$ cat config.mk
export PLATFORM = sky130hd
export DESIGN_NAME = bwdelay_line
export DESIGN_NICKNAME = d
export VERILOG_FILES = /design/src/rtl/tdl_pkg.sv /design/src/rtl/tdl_section.sv /design/src/rtl/tdl_bypass_mux.sv /design/src/rtl/bwdelay_line.sv
export SDC_FILE = /design/constraint.sdc
export NUM_CORES = 1
export LEC_CHECK = 0
export ABC_AREA = 1
export BUFFER_PORTS_ARGS = -buffer_cell sky130_fd_sc_hd__clkbuf_2
export CAP_MARGIN = 15
export CORE_MARGIN = 1.5
export CORE_UTILIZATION = 50
export CTS_CLUSTER_DIAMETER = 30
export DETAILED_ROUTE_END_ITERATION = 8
export PLACE_DENSITY = 0.62
export SYNTH_ARGS = -nofsm -noshare
export SYNTH_HDL_FRONTEND = slang
export SYNTH_SLANG_ARGS = --single-unit
$ cat constraint.sdc
create_clock -name clk -period 1.7 [get_ports clk]
set_clock_uncertainty 0.1 [all_clocks]
set_input_delay 0.34 -clock clk [delete_from_list [all_inputs] [get_ports clk]]
set_output_delay 0.34 -clock clk [all_outputs]
set_load 0.005 [all_outputs]
$ cat src/rtl/tdl_pkg.sv
package tdl_pkg;
    // Number of stages in the section controlled by code bit k.
    function automatic int unsigned sect_len(input int unsigned bit_idx);
        return 32'd1 << bit_idx;
    endfunction
endpackage

$ cat src/rtl/tdl_section.sv
module tdl_section #(
    parameter int DATA_W = 8,
    parameter int LEN    = 1
) (
    input  logic              clk,
    input  logic              rst_n,
    input  logic [DATA_W-1:0] sect_in,
    output logic [DATA_W-1:0] sect_out
);
    typedef struct packed {
        logic [LEN-1:0][DATA_W-1:0] stage;
    } sect_t;

    sect_t sect_d, sect_q;

    always_comb begin
        sect_d          = sect_q;
        sect_d.stage[0] = sect_in;
        for (int i = 1; i < LEN; i++) begin
            sect_d.stage[i] = sect_q.stage[i-1];
        end
    end

    always_ff @(posedge clk) begin
        if (!rst_n) begin
            sect_q <= '0;
        end else begin
            sect_q <= sect_d;
        end
    end

    assign sect_out = sect_q.stage[LEN-1];

    logic seen_q;
    always_ff @(posedge clk) seen_q <= 1'b1;


    head_captures_chk: assert property (@(posedge clk) disable iff (!rst_n)
        (seen_q && $past(rst_n)) |-> sect_q.stage[0] == $past(sect_in));
endmodule

$ cat src/rtl/tdl_bypass_mux.sv
module tdl_bypass_mux #(
    parameter int DATA_W = 8
) (
    input  logic              use_sect,
    input  logic [DATA_W-1:0] direct,
    input  logic [DATA_W-1:0] delayed,
    output logic [DATA_W-1:0] y
);
    always_comb begin
        y = use_sect ? delayed : direct;
    end
endmodule

$ cat src/rtl/bwdelay_line.sv
module bwdelay_line #(
    parameter int DATA_W = 8,
    parameter int CODE_W = 6
) (
    input  logic              clk,
    input  logic              rst_n,
    input  logic [CODE_W-1:0] delay_code,
    input  logic [DATA_W-1:0] din,
    output logic [DATA_W-1:0] dout
);
    // tap[CODE_W] is the input; tap[k] leaves the stage set for bit k.
    logic [CODE_W:0][DATA_W-1:0] tap;

    assign tap[CODE_W] = din;

    for (genvar k = CODE_W - 1; k >= 0; k--) begin : g_sect
        logic [DATA_W-1:0] sect_out;

        tdl_section #(
            .DATA_W(DATA_W),
            .LEN   (int'(tdl_pkg::sect_len(k)))
        ) u_sect (
            .clk     (clk),
            .rst_n   (rst_n),
            .sect_in (tap[k+1]),
            .sect_out(sect_out)
        );

        tdl_bypass_mux #(
            .DATA_W(DATA_W)
        ) u_mux (
            .use_sect(delay_code[k]),
            .direct  (tap[k+1]),
            .delayed (sect_out),
            .y       (tap[k])
        );
    end

    assign dout = tap[0];

    logic seen_q;
    always_ff @(posedge clk) seen_q <= 1'b1;


    zero_code_thru_chk: assert property (@(posedge clk) disable iff (!rst_n)
        (delay_code == '0) |-> dout == din);


    reset_clears_chk: assert property (@(posedge clk) disable iff (!rst_n)
        (seen_q && $past(!rst_n) && delay_code[0]) |-> dout == '0);


    unit_delay_chk: assert property (@(posedge clk) disable iff (!rst_n)
        (seen_q && $past(rst_n) && delay_code == CODE_W'(1) && $past(delay_code) == CODE_W'(1))
        |-> dout == $past(din));
endmodule

== Word level (Yosys, flattened, before mapping) ==
Index checks and enable logic that the tools add are counted.
Cells by class
  multiplexer cells: 6
Operators with widths (count)
  8-bit two-way mux: 6
Storage, ports and cells
  bits in registers: 504
  output and inout port bits: 8

== Logic depth before layout (Yosys ltp) ==
  depth after elaboration: 6
  gate-level depth with buffers: 9
  depth with buffers taken out: 8

== By module ==
A second synthesis with hierarchy kept.
Second synthesis, totals
  cells, all modules: 1723
  area, all modules: 15009.4 µm²
By module, submodules not included
  tdl_section (g_sect[5].u_sect): times used 1, cells each 796, area an instance 7236.9 µm², seq. area each 5124.9 µm²
  tdl_section (g_sect[4].u_sect): times used 1, cells each 398, area an instance 3677.3 µm², seq. area each 2562.5 µm²
  tdl_section (g_sect[3].u_sect): times used 1, cells each 199, area an instance 1840.5 µm², seq. area each 1281.2 µm²
  tdl_section (g_sect[2].u_sect): times used 1, cells each 99, area an instance 914.6 µm², seq. area each 640.6 µm²
  tdl_bypass_mux: times used 6, cells each 26, area an instance 105.1 µm², seq. area each 0.0 µm²
  tdl_section (g_sect[1].u_sect): times used 1, cells each 50, area an instance 484.2 µm², seq. area each 320.3 µm²
  tdl_section (g_sect[0].u_sect): times used 1, cells each 25, area an instance 225.2 µm², seq. area each 160.2 µm²

== Worst setup path before layout ==
OpenSTA, ideal clock, no wires.
  path kind: input -> output
  start point: in delay_code[3]
  end point: out dout[3]
  data arrival time: 0.996 ns
  data required time: 1.260 ns
  slack: 0.264 ns
  stages: 7
  path through: inv_2 > buf_6 > or2_1 > nand3_2 > nand3_2 > nand3_1 > nand2_1
Between the ends
  word-level cells in the longest chain between the ends: 4
Ends and longest elaborated chain
  start, declared: RTL line bwdelay_line.sv:7  | input logic [CODE_W-1:0] delay_code,
  8-bit two-way mux (4 in a row): RTL line tdl_bypass_mux.sv:10  | y = use_sect ? delayed : direct;
  end, declared: RTL line bwdelay_line.sv:9  | output logic [DATA_W-1:0] dout
Every way passes these cells.

== Final worst setup path ==
  start point: reg g_sect[3].u_sect.sect_q (netlist bit g_sect[3].u_sect.sect_out[2])
  end point: out dout[2]
Between the ends
  word-level cells in the longest chain between the ends: 4
Ends and longest elaborated chain
  start, declared: RTL line tdl_section.sv:14  | sect_t sect_d, sect_q;
  start signal, assigned: RTL line tdl_section.sv:28  | sect_q <= sect_d;
  8-bit two-way mux (4 in a row): RTL line tdl_bypass_mux.sv:10
Every way passes these cells.

==> impl_metrics.yaml <==
route:
  dr.pass1.iters: 5
  top_layer: "met4"
  route.met2.wl_mm: 10.1
  dr_wl_met3_um: 856
  drt-initial-drc-count: 455
  vias: 9043
  drc: 0
  wl_per_cell_um: 9.64
  avgViaCountPerCell: 4.03
  ant_nets: 0
  drt-total-wl_mm: 21.6
  m1WireLength_mm: 10.2
sta:
  finalSetupViolCount: 9
  holdWs_ns: 0.0563
  period_needed_ns: 2.03
  max_freq_ghz: 0.492
  fin_crit_sh_pct: 119
  worst_slew_pin_slew_ns: 0.388
  setup_ws_ns: -0.331
  rsz0062_at_grt: "true"
  slew_violations: 0
  maxSlewHeadroom_pct: 74.1
  hold_viol_final: 0
run_status:
  status: "complete, but fails checks"
  violations: "setup timing"
layout:
  mostFrequentLayoutCell: "nand2_1"
  drive_gt1_share_pct: 15.6
  final_cell_area_um2: 18800
  final_nets: 1804
  mostFrequentLayoutCells: "nand2_1, dfxtp_1, inv_1"
  antennaDiodeCount: 0
  syn2layout_area_growth_pct: 25.7
die:
  coreArea_um2: 29600
  start_util_pct: 50.5
  row_count: 63
  num_io_pins: 24
  die_w_um: 176
  die-area_um2: 30900
  die_h_um: 176
synth:
  synth-seq-cells: 504
  avgSynthCellArea_um2: 8.86
  ys_warn_count: 0
  synthDistinctLibCells: 18
  syn_nets: 1701
  postSynthCellCount: 1685
  synth_seq_area_share_pct: 67.5
  syn_area_um2: 14900
worst_hold_path:
  hold_path_class: "in2reg"
critical_path:
  crit_arrival_ns: 1.59
  crit_fanout: 2
  startpoint_type: "flop"
  crit_type: "reg2out"
  critPathCaptureType: "output port"
  worst_ep_required_time_ns: 1.26
placement:
  dpl_worst_slack_ns: -0.106
  gp_congestion: 0.718
  hpwl_mm: 11.6
  portBuffers: 23
  postPlaceCellArea_um2: 15500
power:
  cellLeakagePower_nw: 11.4
  power_density_nw_per_um2: 1580
  irDropWorstVdd_mv: 1.01
clock_tree:
  clk-insertion-delay-late_ns: 0.58
  clk_pin_slew_ns: 0.05
  clockBufferDepth: 3
  clockRootBuffer: "clkbuf_16"
  clock_sinks: 504
  h-tree-depth: 3
  cts_tree: "yes"
  cts_buffers: 79
grt:
  grt_max_degree: 96
  grt_pass1_vias: 8749
  grt_overflow: 0
  grt_pass1_wl_mm: 38.0
  antenna_found_initial: 0
  track_usage_pct: 14.9
flow_run:
  maxCapViolations: 0
registers in the layout (all words and copies together) (netlist names):
name and cells:
g_sect.u_sect.sect_out 48, g_sect.u_sect.sect_d 456
synthesized netlist by cell type:
| library cell | count | area share (%) |
|---|---|---|
| or2_2 | 14 | 0.59 |
| inv_4 | 2 | 0.084 |
| clkbuf_1 | 4 | 0.10 |
| nor2_1 | 24 | 0.60 |
| nand2_1 | 528 | 13 |
| nand3_1 | 8 | 0.27 |
| nand3_2 | 32 | 2.1 |
| inv_1 | 483 | 12 |
| buf_2 | 53 | 1.8 |
| inv_6 | 1 | 0.059 |
| dfxtp_1 | 504 | 68 |
| inv_2 | 1 | 0.025 |
| nand2_4 | 1 | 0.075 |
| nand2_2 | 7 | 0.29 |
| or2_1 | 2 | 0.084 |
| a21oi_1 | 16 | 0.54 |
| clkbuf_8 | 2 | 0.18 |
| buf_6 | 3 | 0.23 |
metrics by stage:
step                power, mW  util (%)  TNS (ns)  cells
CTS                      30.0      63.4     -2.96   2238
finish                   29.6      63.5     -2.75   2242
detailed placement       12.8      52.6    -0.730   2064
global placement         12.8      52.6    -0.493   2064
floorplan                12.6         -         0   1685
global route             30.6      63.5     -3.70   2242
cells by family (layout without fill, tap and decap cells):
group,after synthesis,count (layout),share of synthesized area [%]
simple gates,616,616,17.3
buf+inv,549,716,14.6
flops,504,504,67.5
compound gates,16,16,0.536
final cells by class:
type                            instances  area [um^2]
Clock buffer                           98         2180
Clock inverter                         47          732
Fill cell                            2404        10800
Inverter                              487         1840
Multi-Input combinational cell        632         2710
Sequential cell                       504        10100
Tap cell                              390          488
Timing Repair Buffer                   84          733
worst max-delay path, cell delays in order, from the launching register on:
cell,delay (ns)
dfxtp_1,0.29
or2_2,0.31
nand3_2,0.10
nand3_2,0.08
nand3_2,0.09
nand2_1,0.05
buf_2,0.12
power breakdown:
part,leakage (nW),internal (mW),switching (mW),total (mW)
registers,4.08,11.9,0.0302,12.0
clock network,1.41,11.3,5.71,17.0
logic,5.87,0.257,0.391,0.648
total,11.4,23.5,6.13,29.6
worst paths after layout:
kind	from	end	slack (ns)	cells past startpoint
worst max-delay path	g_sect[3].u_sect.sect_out[2]	dout[2]	-0.33	6
worst min-delay path	din[7]	g_sect[4].u_sect.sect_d[15]	0.06	5
worst max register to register	g_sect[5].u_sect.sect_out[4]	g_sect[1].u_sect.sect_d[12]	-0.22	14
worst min register to register	g_sect[5].u_sect.sect_d[173]	g_sect[5].u_sect.sect_d[181]	0.30	2
per-layer routing:
layer,up-vias,GRT usage (%)
li1,4866,-
met1,4016,18.1
met2,113,24.8
met3,48,3.77
met4,0,7.02
met5,-,0
timing repair:
item,CTS,global route
hold endpoints to repair,25,0
buffers inserted,19,4
gates resized for setup,18,4
endpoints found under the setup margin,8,9
hold buffers,10,0
pin swaps,18,10
(Power assumes the default switching activity.)
